--- src/rtl/mfclk_pkg.sv ---
package mfclk_pkg;

    typedef enum logic [1:0] {
        ST_FREE   = 2'd0,
        ST_SEEK   = 2'd1,
        ST_LOCKED = 2'd2
    } align_state_t;

    localparam logic [1:0] SUBCLASS_FREE   = 2'd0;
    localparam logic [1:0] SUBCLASS_SYSREF = 2'd1;
    localparam logic [1:0] SUBCLASS_SYNC   = 2'd2;

    function automatic logic subclass_uses_ref(input logic [1:0] sel);
        return (sel == SUBCLASS_SYSREF) || (sel == SUBCLASS_SYNC);
    endfunction

endpackage

--- src/rtl/mfclk_edge_det.sv ---
module mfclk_edge_det #(
    parameter bit RISING = 1'b1
) (
    input  logic clk,
    input  logic din,
    output logic pulse
);
    logic din_q;

    // Loads the input even while in reset, so no edge is seen right after reset.
    always_ff @(posedge clk) begin
        din_q <= din;
    end

    generate
        if (RISING) begin : g_rise
            assign pulse = din & ~din_q;
        end else begin : g_fall
            assign pulse = ~din & din_q;
        end
    endgenerate
endmodule

--- src/rtl/mfclk_phase_ctr.sv ---
module mfclk_phase_ctr #(
    parameter int OCT_W = 4,
    parameter int FRM_W = 5
) (
    input  logic             clk,
    input  logic             rst_n,
    input  logic             load_zero,
    input  logic [OCT_W-1:0] octets_m1,
    input  logic [FRM_W-1:0] frames_m1,
    output logic             frame_start,
    output logic             lmfc_start
);
    logic [OCT_W-1:0] oct_cnt;
    logic [FRM_W-1:0] frm_cnt;
    logic             oct_wrap;
    logic             frm_wrap;

    // Greater-or-equal so that a shortened setting wraps at once.
    assign oct_wrap = (oct_cnt >= octets_m1);
    assign frm_wrap = (frm_cnt >= frames_m1);

    always_ff @(posedge clk) begin
        if (!rst_n) begin
            oct_cnt <= '0;
            frm_cnt <= '0;
        end else if (load_zero) begin
            oct_cnt <= '0;
            frm_cnt <= '0;
        end else if (oct_wrap) begin
            oct_cnt <= '0;
            frm_cnt <= frm_wrap ? '0 : frm_cnt + 1'b1;
        end else begin
            oct_cnt <= oct_cnt + 1'b1;
        end
    end

    assign frame_start = (oct_cnt == '0);
    assign lmfc_start  = (oct_cnt == '0) && (frm_cnt == '0);
endmodule

--- src/rtl/mfclk_align_fsm.sv ---
module mfclk_align_fsm
    import mfclk_pkg::*;
(
    input  logic       clk,
    input  logic       rst_n,
    input  logic [1:0] subclass_sel,
    input  logic       sysref_rise,
    input  logic       sync_fall,
    input  logic       hold_en,
    output logic       align_now,
    output logic       locked
);
    align_state_t state, state_nx;
    logic         ref_evt;
    logic         sub_active;

    always_ff @(posedge clk) begin
        if (!rst_n) state <= ST_SEEK;
        else        state <= state_nx;
    end

    always_comb begin
        sub_active = subclass_uses_ref(subclass_sel);
        ref_evt    = ((subclass_sel == SUBCLASS_SYSREF) && sysref_rise) ||
                     ((subclass_sel == SUBCLASS_SYNC)   && sync_fall);
        align_now  = ref_evt && !((state == ST_LOCKED) && hold_en);
        locked     = (state == ST_LOCKED);
    end

    always_comb begin
        state_nx = state;
        unique case (state)
            ST_FREE: begin
                if (align_now)       state_nx = ST_LOCKED;
                else if (sub_active) state_nx = ST_SEEK;
            end
            ST_SEEK: begin
                if (align_now)        state_nx = ST_LOCKED;
                else if (!sub_active) state_nx = ST_FREE;
            end
            ST_LOCKED: begin
                if (!sub_active) state_nx = ST_FREE;
            end
            default: state_nx = ST_SEEK;
        endcase
    end
endmodule

--- src/rtl/mfclk_phase_gen.sv ---
module mfclk_phase_gen #(
    parameter int OCT_W = 4,
    parameter int FRM_W = 5
) (
    input  logic             clk,
    input  logic             rst_n,
    input  logic [1:0]       subclass_sel,
    input  logic             sysref,
    input  logic             sync_n,
    input  logic             hold_after_lock,
    input  logic [OCT_W-1:0] octets_m1,
    input  logic [FRM_W-1:0] frames_m1,
    output logic             frame_start,
    output logic             lmfc_start,
    output logic             phase_locked
);
    logic sysref_rise;
    logic sync_fall;
    logic align_now;

    mfclk_edge_det #(.RISING(1'b1)) u_sysref_edge (
        .clk   (clk),
        .din   (sysref),
        .pulse (sysref_rise)
    );

    mfclk_edge_det #(.RISING(1'b0)) u_sync_edge (
        .clk   (clk),
        .din   (sync_n),
        .pulse (sync_fall)
    );

    mfclk_align_fsm u_fsm (
        .clk          (clk),
        .rst_n        (rst_n),
        .subclass_sel (subclass_sel),
        .sysref_rise  (sysref_rise),
        .sync_fall    (sync_fall),
        .hold_en      (hold_after_lock),
        .align_now    (align_now),
        .locked       (phase_locked)
    );

    mfclk_phase_ctr #(.OCT_W(OCT_W), .FRM_W(FRM_W)) u_ctr (
        .clk         (clk),
        .rst_n       (rst_n),
        .load_zero   (align_now),
        .octets_m1   (octets_m1),
        .frames_m1   (frames_m1),
        .frame_start (frame_start),
        .lmfc_start  (lmfc_start)
    );
endmodule

--- config.mk ---
export PLATFORM = sky130hd
export DESIGN_NAME = mfclk_phase_gen
export DESIGN_NICKNAME = d
export VERILOG_FILES = /design/src/rtl/mfclk_pkg.sv /design/src/rtl/mfclk_edge_det.sv /design/src/rtl/mfclk_phase_ctr.sv /design/src/rtl/mfclk_align_fsm.sv /design/src/rtl/mfclk_phase_gen.sv
export SDC_FILE = /design/constraint.sdc
export NUM_CORES = 1
export LEC_CHECK = 0
export ABC_AREA = 0
export BUFFER_PORTS_ARGS = -buffer_cell sky130_fd_sc_hd__buf_4
export CORE_MARGIN = 1
export CORE_UTILIZATION = 40
export CTS_CLUSTER_SIZE = 12
export DETAILED_ROUTE_END_ITERATION = 7
export GPL_TIMING_DRIVEN = 0
export PLACE_DENSITY = 0.7
export SLEW_MARGIN = 40
export SYNTH_ARGS = -nofsm -noshare
export SYNTH_HDL_FRONTEND = slang
export SYNTH_HIERARCHICAL = 1
export SYNTH_SLANG_ARGS = --single-unit
--- constraint.sdc ---
create_clock -name clk -period 4.5 [get_ports clk]
set_clock_uncertainty 0.05 [all_clocks]
set_input_delay 0.45 -clock clk [delete_from_list [all_inputs] [get_ports clk]]
set_output_delay 0.45 -clock clk [all_outputs]
set_load 0.02 [all_outputs]
==> flow_metrics.tcl, run 1 <==
set metrics [dict create \
    drtIter0Drc 30 \
    grt_pass1_vias 698 \
    cts.repair_timing.setup_buffer_count 0 \
    startpoint_type "register" \
    mappedNetlistArea_um2 915 \
    ant_nets 0 \
    dieWidth_um 49.8 \
    ir_drop_uv 147 \
    synth_nets 127 \
    criticalPathCategory "register to primary output" \
    p_seq_share_pct 45.2 \
    ys_seq_elements 13 \
    pwr-share-clk_pct 25.7 \
    synth_edf_count 0 \
    cap_viol_max_count 0 \
    power.switching_uw 84.0 \
    core_um2 2060 \
    initial_core_util_pct 44.4 \
    p_comb_share_pct 29.2 \
    cts_root_buffer "clkbuf_4" \
    dieArea_um2 2480 \
    grt_overflow 0 \
    cts_sinks 13 \
    rsz0062_at_grt "no" \
    rr_worst_depth 6 \
    drive_above_1_share_pct 25.4 \
    clk_latency_ps 280 \
    hold_start "sysref" \
    place_inst 141 \
    finalSetupViolations 0 \
    synth_top_area_share_pct 28.5 \
    critPathRequiredTime_ps 4000 \
    num_io_pins 19 \
    antennaDiodeCount 0 \
    finalCriticalPeriod_ps 1970 \
    layout.nets 150 \
    synth_area_leader_cell "dfxtp_1" \
    yosysUniqueCellTypes 34 \
    syn-mean-instance-area_um2 9.53 \
    finalHoldViolCount 0 \
    r2r_slack_ps 2540 \
    dr.pass1.iters 5 \
    routed-via-count 764 \
    r2r-start "u_ctr/oct_cnt[0]" \
    synthTopCellsByArea "dfxtp_1, ha_1, inv_1" \
    finalMaxSlewViolations 0 \
    antenna_found_initial 0 \
    cts_tree "yes" \
    place_congestion 0.740 \
    synth.most_common_cell "ha_1" \
    grt_pass1_wl_mm 2.80 \
    period_share_pct 43.8 \
    seq_area_frac_synth_pct 28.5 \
    cp-end-kind "primary output" \
    hold_end "u_sysref_edge/din_q" \
    hold_path.class "primary input to register" \
    synth.top_cells.by_count "ha_1, inv_1, dfxtp_1" \
    postCtsHoldBufs 0 \
    cts_resized 0 \
    fmax_mhz 508 \
    p_int_uw 198 \
    synth_ff_type "dfxtp_1" \
    max-clock-path-buffers 2 \
    arrival_ps 1470 \
    drc 0 \
    row_count 16 \
    ys.warnings.count 6 \
    p_leak_uw 0.000531 \
    reg2reg_to "u_ctr/frm_cnt[1]" \
    swShare_pct 29.8 \
    portBuffers 18 \
    area_delta_synth_final_pct 21.3 \
    wl_per_cell_um 10.9 \
    synthCells 96 \
    viasPerCell 5.27 \
    fin_util_pct 53.8 \
    grt_max_degree 8 \
    layoutNonFillerInstCount 145 \
    tightest_slew_ps 480 \
    clk_pin_slew_ps 70 \
    power.density_nw_per_um2 254 \
    htree_levels 1 \
    die_y_um 49.8 \
    dp_hpwl_mm 1.32 \
    hold-path-cell-count 1 \
    relSlewSlack_pct 67.8 \
    postRouteWirelength_mm 1.58 \
    critPathMaxFanout 4 \
    async_reset_ff_share_pct 0 \
    whs_ps 239 \
    numCtsBuffers 3 \
    outcome "complete, no violations" \
    tns_ps 0 \
    grt_use_total_pct 14.7 \
]
-- cell families (layout without fill, tap and decap cells) --
kind of cell | count (synthesis) | count (layout) | share of synthesized area, %
flip-flops | 13 | 13 | 28.5
adder cells (fa/ha/maj) | 15 | 15 | 20.5
AND/OR/NAND/NOR | 30 | 30 | 21.1
XOR/XNOR | 2 | 2 | 1.92
buffers and inverters | 14 | 36 | 5.75
AO/OA/AOI/OAI | 22 | 22 | 22.3
-- per-stage QoR --
stage / setup slack, ps / total power, uW / instance area (um^2)
floorplan: 2510 / 184 / 915
global placement: 2440 / 210 / 1080
detailed placement: 2420 / 213 / 1080
CTS: 2500 / 287 / 1110
global route: 2390 / 301 / 1110
finish: 2530 / 282 / 1110
-- placed cells by master (no fill, tap or decap) --
master / count
nand2b_1: 3
a32o_1: 3
ha_1: 15
clkbuf_1: 1
xor2_1: 1
nand4bb_1: 1
nor3_1: 3
a21o_1: 2
nand3_1: 3
xnor2_1: 1
and2_1: 1
o2bb2ai_1: 1
nor2_1: 4
o21a_1: 1
a21oi_1: 2
or2_2: 2
a211oi_2: 1
a22oi_1: 1
and4b_1: 1
o31ai_1: 4
dfxtp_1: 13
a31oi_1: 1
nand2_1: 4
a2111oi_2: 1
a221o_1: 1
nor2b_4: 2
nor3b_1: 1
nor2b_1: 3
buf_4: 18
nand2b_4: 1
nor4_1: 1
inv_1: 14
a2111oi_4: 1
o21ai_0: 1
a41o_1: 1
clkbuf_4: 3
a31o_2: 1
-- sequential cells by signal, summed over array words and instances, names as in the netlist --
| name | flops |
|---|---|
| u_sysref_edge/din_q | 1 |
| u_ctr/oct_cnt | 4 |
| u_sync_edge/din_q | 1 |
| u_fsm/state | 2 |
| u_ctr/frm_cnt | 5 |
-- critical path, stage by stage, from the launching register on --
cell and delay (ps):
dfxtp_1 350, inv_1 90, ha_1 130, nor3b_1 270, and4b_1 230, buf_4 130
-- metal layers --
layer	global-route usage, %	wire (um)	up-vias	part of all wire [%]
li1	-	-	390	-
met1	19.0	732	342	46
met2	23.6	729	28	46
met3	1.85	96	4	6.1
met4	7.14	26	0	1.6
met5	0	0	-	0
-- worst max path at each step --
stage	from	end	slack (ps)	depth (start not counted)
after floorplan	u_ctr/oct_cnt[0]	lmfc_start	2510	4
after global placement	octets_m1[0]	u_ctr/frm_cnt[1]	2440	6
after detailed placement	octets_m1[0]	u_ctr/frm_cnt[1]	2420	6
after CTS	u_ctr/oct_cnt[0]	lmfc_start	2500	5
after global routing	u_ctr/oct_cnt[1]	lmfc_start	2390	5
final	u_ctr/oct_cnt[0]	lmfc_start	2530	5
-- final cells by class --
class,instances,area (um^2)
fillers,193,952
inverters,14,52.6
flip-flops and latches,13,260
repair buffers,18,135
clock buffers,4,26.3
well taps,27,33.8
multi-input cells,69,602
-- power groups by stage --
stage | registers (uW) | clock network (uW) | logic (uW)
floorplan | 129 | 0 | 55.2
global placement | 130 | 0 | 80.5
detailed placement | 130 | 0 | 83.1
CTS | 127 | 75.7 | 83.4
global route | 128 | 81.5 | 91.4
finish | 127 | 72.4 | 82.2
(Power assumes the default switching activity.)
==> run 2, diff against run 1 <==
- ABC_AREA: 0 -> 1
- PLACE_DENSITY: 0.7 -> 0.72
- clock period: 4.5 -> 1.6 ns (I/O delays scaled with it)
==> run 2 against run 1 <==
Final cell count is 27% higher. Via count is 7.5% higher. Synthesized cell count is 35% higher. Sequential cell count stayed put. Core utilization hardly changed. Cell area is 9.2% higher. Area after synthesis is 6.3% higher. Non-clock buffer count is 4 higher. Routed wire length is 0.19% lower. Critical path depth stayed put. Setup slack worse by 2400 ps. Worst hold slack worse by 6.3 ps. Largest cell class unchanged. Largest power group unchanged.
==> flow_metrics.tcl, run 2 <==
set metrics [dict create \
    core_um2 2250 \
    relSlewSlack_pct 82.4 \
    grt_max_degree 9 \
    clk_pin_slew_ps 80 \
    die_y_um 51.3 \
    finalHoldViolCount 0 \
    largest_reg_flops 5 \
    criticalPathCategory "register to primary output" \
    async_reset_ff_share_pct 0 \
    hold_path.class "primary input to register" \
    cp_slowest_stage_delay_ps 330 \
    critPathMaxFanout 4 \
    synth_top_area_share_pct 26.8 \
    r2r_slack_ps 140 \
    drtIter0Drc 3 \
    grt_pass1_vias 730 \
    yosysUniqueCellTypes 22 \
    routed-via-count 821 \
    cts_root_buffer "clkbuf_4" \
    top_regs "u_ctr/frm_cnt: 5 flops, u_ctr/oct_cnt: 4 flops, u_fsm/state: 2 flops" \
    n_fill_cell 225 \
    power.density_nw_per_um2 693 \
    place_congestion 0.737 \
    fin_util_pct 53.8 \
    dieArea_um2 2630 \
    p_leak_uw 0.000672 \
    whs_ps 233 \
    crit_chain "inv_1 > ha_1 > nand3_1 > nor3_2 > buf_4" \
    max-clock-path-buffers 2 \
    dp_hpwl_mm 1.31 \
    seq_area_frac_synth_pct 26.8 \
    critPathRequiredTime_ps 1390 \
    mappedNetlistArea_um2 972 \
    initial_core_util_pct 43.1 \
    ys_seq_elements 13 \
    synth_ff_type "dfxtp_1" \
    wl_per_cell_um 8.59 \
    antennaDiodeCount 0 \
    drc 0 \
    cts_tree "yes" \
    postRouteWirelength_mm 1.58 \
    layout.nets 188 \
    row_count 17 \
    grt_overflow 0 \
    r2r-start "u_ctr/frm_cnt[4]" \
    ir_drop_uv 411 \
    arrival_ps 1300 \
    dieWidth_um 51.3 \
    cts_sinks 13 \
    ant_nets 0 \
    portBuffers 18 \
    cp-end-kind "primary output" \
    regMostFlops "u_ctr/frm_cnt" \
    clk_latency_ps 280 \
    rr_worst_depth 5 \
    syn-mean-instance-area_um2 7.48 \
    finalCriticalPeriod_ps 1510 \
    htree_levels 1 \
    period_share_pct 94.1 \
    fmax_mhz 664 \
    hold_start "subclass_sel[1]" \
    drive_above_1_share_pct 27.6 \
    cap_viol_max_count 0 \
    cp_slowest_cell "dfxtp_1" \
    finalMaxSlewViolations 0 \
    grt_use_total_pct 14.3 \
    num_io_pins 19 \
    hold-path-cell-count 5 \
    synth_nets 161 \
    synth_edf_count 0 \
    synthCells 130 \
    numCtsBuffers 3 \
    grt_pass1_wl_mm 2.80 \
    synthTopCellsByArea "dfxtp_1, ha_1, inv_1" \
    final_common_cell "inv_1" \
    synth.top_cells.by_count "inv_1, nand2_1, ha_1" \
    synth.most_common_cell "inv_1" \
    design_power_total_uw 840 \
    outcome "complete, no violations" \
    reg2reg_to "u_ctr/frm_cnt[1]" \
    ys.warnings.count 6 \
    antenna_found_initial 0 \
    startpoint_type "register" \
    layout_common_cells "inv_1, nand2_1, buf_4, ha_1, dfxtp_1" \
    synth_area_leader_cell "dfxtp_1" \
    tns_ps 0 \
    viasPerCell 4.46 \
    finalSetupViolations 0 \
    dr.pass1.iters 3 \
    area_delta_synth_final_pct 24.7 \
    tightest_slew_ps 261 \
    hold_end "u_fsm/state[1]" \
]
## run 2: changes by cell type in the layout (fill, tap and decap cells not counted), moves of 4 or more
cell and delta:
nor2_1 +6, o31ai_1 -4, nand2_1 +24, inv_1 +16
## run 2: cells by family after synthesis
group | synth area share, %
fa+ha+maj | 19.3
flops | 26.8
xor+xnor | 1.80
simple gates | 32.7
buf+inv | 12.7
compound gates | 6.69
## run 2: layer usage
layer,wire (um),global-route usage [%]
met5,0,0
met4,0,2.70
met3,85,6.25
met2,742,26.1
met1,754,15.3
## run 2: area by class of cell
type                       instances  area [um^2]  share of cell area, %
clock buffer                       3         22.5                   1.86
clock inverter                     1         5.00                  0.413
inverter                          33          124                   10.2
multi-input combinational         84          593                   48.9
sequential                        13          260                   21.5
tap                               28         35.0                   2.89
timing repair buffer              22          173                   14.2
## run 2: worst max-delay path by stage
stage / start / end / slack, ps / depth (start not counted)
floorplan: u_ctr/oct_cnt[3] / u_ctr/frm_cnt[1] / 290 / 8
global placement: subclass_sel[0] / u_ctr/frm_cnt[3] / 170 / 11
detailed placement: subclass_sel[0] / u_ctr/frm_cnt[3] / 160 / 11
CTS: u_ctr/frm_cnt[0] / lmfc_start / 40 / 5
global route: u_ctr/frm_cnt[0] / lmfc_start / -9 / 5
finish: u_ctr/frm_cnt[0] / lmfc_start / 90 / 5
## run 2: through the flow
stage / instance area [um^2] / worst slack [ps] / instances
2_1_floorplan: 972 / 293 / 130
3_3_place_gp: 1140 / 174 / 176
3_5_place_dp: 1140 / 156 / 176
4_1_cts: 1200 / 36.5 / 183
5_1_grt: 1210 / -9.41 / 184
6_report: 1210 / 94.6 / 184
## run 2: worst max-delay path: cells and delay by family (launching register included)
| family | cells | cell delay [ps] |
|---|---|---|
| adders and majority gates | 1 | 170 |
| and+or+nand+nor | 2 | 220 |
| DFF | 1 | 330 |
| buffers and inverters | 2 | 300 |
## run 2: what timing repair did
item,in CTS,in global routing
endpoints found under the setup margin,0,4
buffers inserted,0,1
hold buffers,3,0
endpoints found under the hold margin,3,0
gates resized for setup,0,1
## run 2: report_power, final
part | switching [uW] | leakage [uW] | internal [uW]
clock | 115 | 0.0000177 | 92.8
combinational | 149 | 0.000548 | 122
sequential | 18.3 | 0.000106 | 343
total | 282 | 0.000672 | 558
==> run 3, diff against run 2 <==
- CELL_PAD_IN_SITES_DETAIL_PLACEMENT: default -> 2
- CELL_PAD_IN_SITES_GLOBAL_PLACEMENT: default -> 2
- CORE_UTILIZATION: 40 -> 27
- PLACE_DENSITY: 0.72 -> 0.82
==> run 3 against run 2 <==
Global-route usage fell by 1.0 points. Sequential cell count unchanged. Critical path type unchanged. Highest routed layer is now met4. Cell area increased by 1.4%. Total power rose by 1.6%. Setup slack improved by 32 ps. Die area up 46%. Largest cell class unchanged.
==> flow_metrics.tcl, run 3 (synthesis results as in run 2) <==
set metrics [dict create \
    clk_latency_ps 280 \
    p_seq_share_pct 42.5 \
    dr.pass1.iters 4 \
    finalSetupViolations 0 \
    wl_per_cell_um 11.0 \
    crit_chain "inv_1 > ha_1 > nand2_1 > nor3_2 > buf_4" \
    routed-via-count 891 \
    num_io_pins 19 \
    critPathMaxFanout 4 \
    layout.nets 187 \
    critical-path-top-delay-family "flip-flops" \
    critPathRequiredTime_ps 1390 \
    drive_above_1_share_pct 27.7 \
    finalMaxSlewViolations 0 \
    finalHoldViolCount 0 \
    relSlewSlack_pct 81.0 \
    area_delta_synth_final_pct 26.5 \
    power.density_nw_per_um2 694 \
    place_inst 194 \
    die_y_um 62.0 \
    htree_levels 1 \
    layoutNonFillerInstCount 201 \
    p_int_uw 562 \
    cp_slowest_cell "dfxtp_1" \
    antennaDiodeCount 0 \
    hold_path.class "primary input to register" \
    dp_hpwl_mm 1.95 \
    initial_core_util_pct 28.7 \
    swShare_pct 34.1 \
    criticalPathCategory "register to primary output" \
    cts_tree "yes" \
    drc 0 \
    grt_use_met1_pct 14.8 \
    cp-end-kind "primary output" \
    core_um2 3390 \
    layout_common_cells "inv_1, nand2_1, buf_4, ha_1, dfxtp_1" \
    grt_use_total_pct 13.3 \
    fmax_mhz 679 \
    grt_overflow 0 \
    grt_pass1_vias 922 \
    use_met3_pct 3.11 \
    grt_pass1_wl_mm 3.71 \
    pwr-share-clk_pct 24.4 \
    portBuffers 18 \
    outcome "complete, no violations" \
    cp_slowest_stage_delay_ps 340 \
    p_comb_share_pct 33.1 \
    path_buf_inv 2 \
    p_leak_uw 0.000665 \
    regMostFlops "u_ctr/frm_cnt" \
    antenna_found_initial 0 \
    grt_max_degree 9 \
    viasPerCell 4.43 \
    cts_sinks 13 \
    setup_slack_ps 127 \
    finalCriticalPeriod_ps 1470 \
    dieArea_um2 3840 \
    ant_nets 0 \
    period_share_pct 92.1 \
    top_regs "u_ctr/frm_cnt: 5 flops, u_ctr/oct_cnt: 4 flops, u_fsm/state: 2 flops" \
    drtIter0Drc 6 \
    cts_root_buffer "clkbuf_4" \
    final_common_cell "inv_1" \
    tns_ps 0 \
    met2_usage_pct 25.1 \
    row_count 21 \
    whs_ps 252 \
    rsz0062_at_grt "no" \
    postRouteWirelength_mm 2.22 \
    busiest_layer "met2" \
    startpoint_type "register" \
    tightest_slew_ps 282 \
    clk_pin_slew_ps 80 \
    power.switching_uw 291 \
    numCtsBuffers 3 \
    place_congestion 0.694 \
    ir_drop_uv 344 \
    dieWidth_um 62.0 \
    max-clock-path-buffers 2 \
    largest_reg_flops 5 \
    dp_slack_ps 62.5 \
    cap_viol_max_count 0 \
    arrival_ps 1260 \
]
-- run 3: cell count changes in the layout (fill, tap and decap cells not counted) --
cell	change
inv_2	+1
buf_4	-1
inv_1	-1
a21oi_1	-1
clkbuf_1	+1
a21oi_2	+1
clkinv_2	-1
-- run 3: power groups by stage --
| stage | combinational (uW) | sequential, uW | clock [uW] |
|---|---|---|---|
| global placement | 260 | 369 | 0 |
| finish | 283 | 362 | 208 |
| global route | 327 | 365 | 228 |
| CTS | 287 | 363 | 222 |
| detailed placement | 280 | 370 | 0 |
| floorplan | 180 | 365 | 0 |
-- run 3: final cells by class --
class                           count  area (um^2)
Clock buffer                        4         26.3
Inverter                           33          124
Sequential cell                    13          260
Tap cell                           46         57.6
Timing Repair Buffer               21          165
Multi-Input combinational cell     84          597
Fill cell                         403         2160
-- run 3: through the flow --
step	instance area [um^2]	power (uW)	utilization (%)
6_report	1230	853	36.3
5_1_grt	1230	920	36.3
4_1_cts	1220	872	36.0
3_5_place_dp	1160	651	34.4
3_3_place_gp	1160	629	34.4
2_1_floorplan	972	545	-
-- run 3: worst register-to-register path, delay by kind of cell, from the launching register on --
kind | cells | cell delay [ps]
adder cells (fa/ha/maj) | 1 | 350
buffers and inverters | 1 | 100
flip-flops | 1 | 350
AND/OR/NAND/NOR | 6 | 500
-- run 3: worst paths after layout --
check	start	to	slack (ps)	depth (start not counted)
hold / removal	sync_n	u_fsm/state[1]	250	6
setup reg to reg	u_ctr/oct_cnt[3]	u_ctr/frm_cnt[4]	140	8
setup / recovery	u_ctr/oct_cnt[0]	lmfc_start	130	5
hold reg to reg	u_ctr/oct_cnt[0]	u_ctr/oct_cnt[0]	420	1
-- run 3: timing repair --
action | CTS | global route
endpoints found under the hold margin | 3 | 0
setup buffers | 0 | 0
hold buffers | 3 | 0
setup endpoints to repair | 0 | 4
resized for setup | 0 | 3
-- run 3: layer usage --
metal | wire length (um) | vias up
met5 | 0 | -
met4 | 28 | 0
met3 | 73 | 5
li1 | - | 447
met1 | 868 | 426
met2 | 1250 | 13
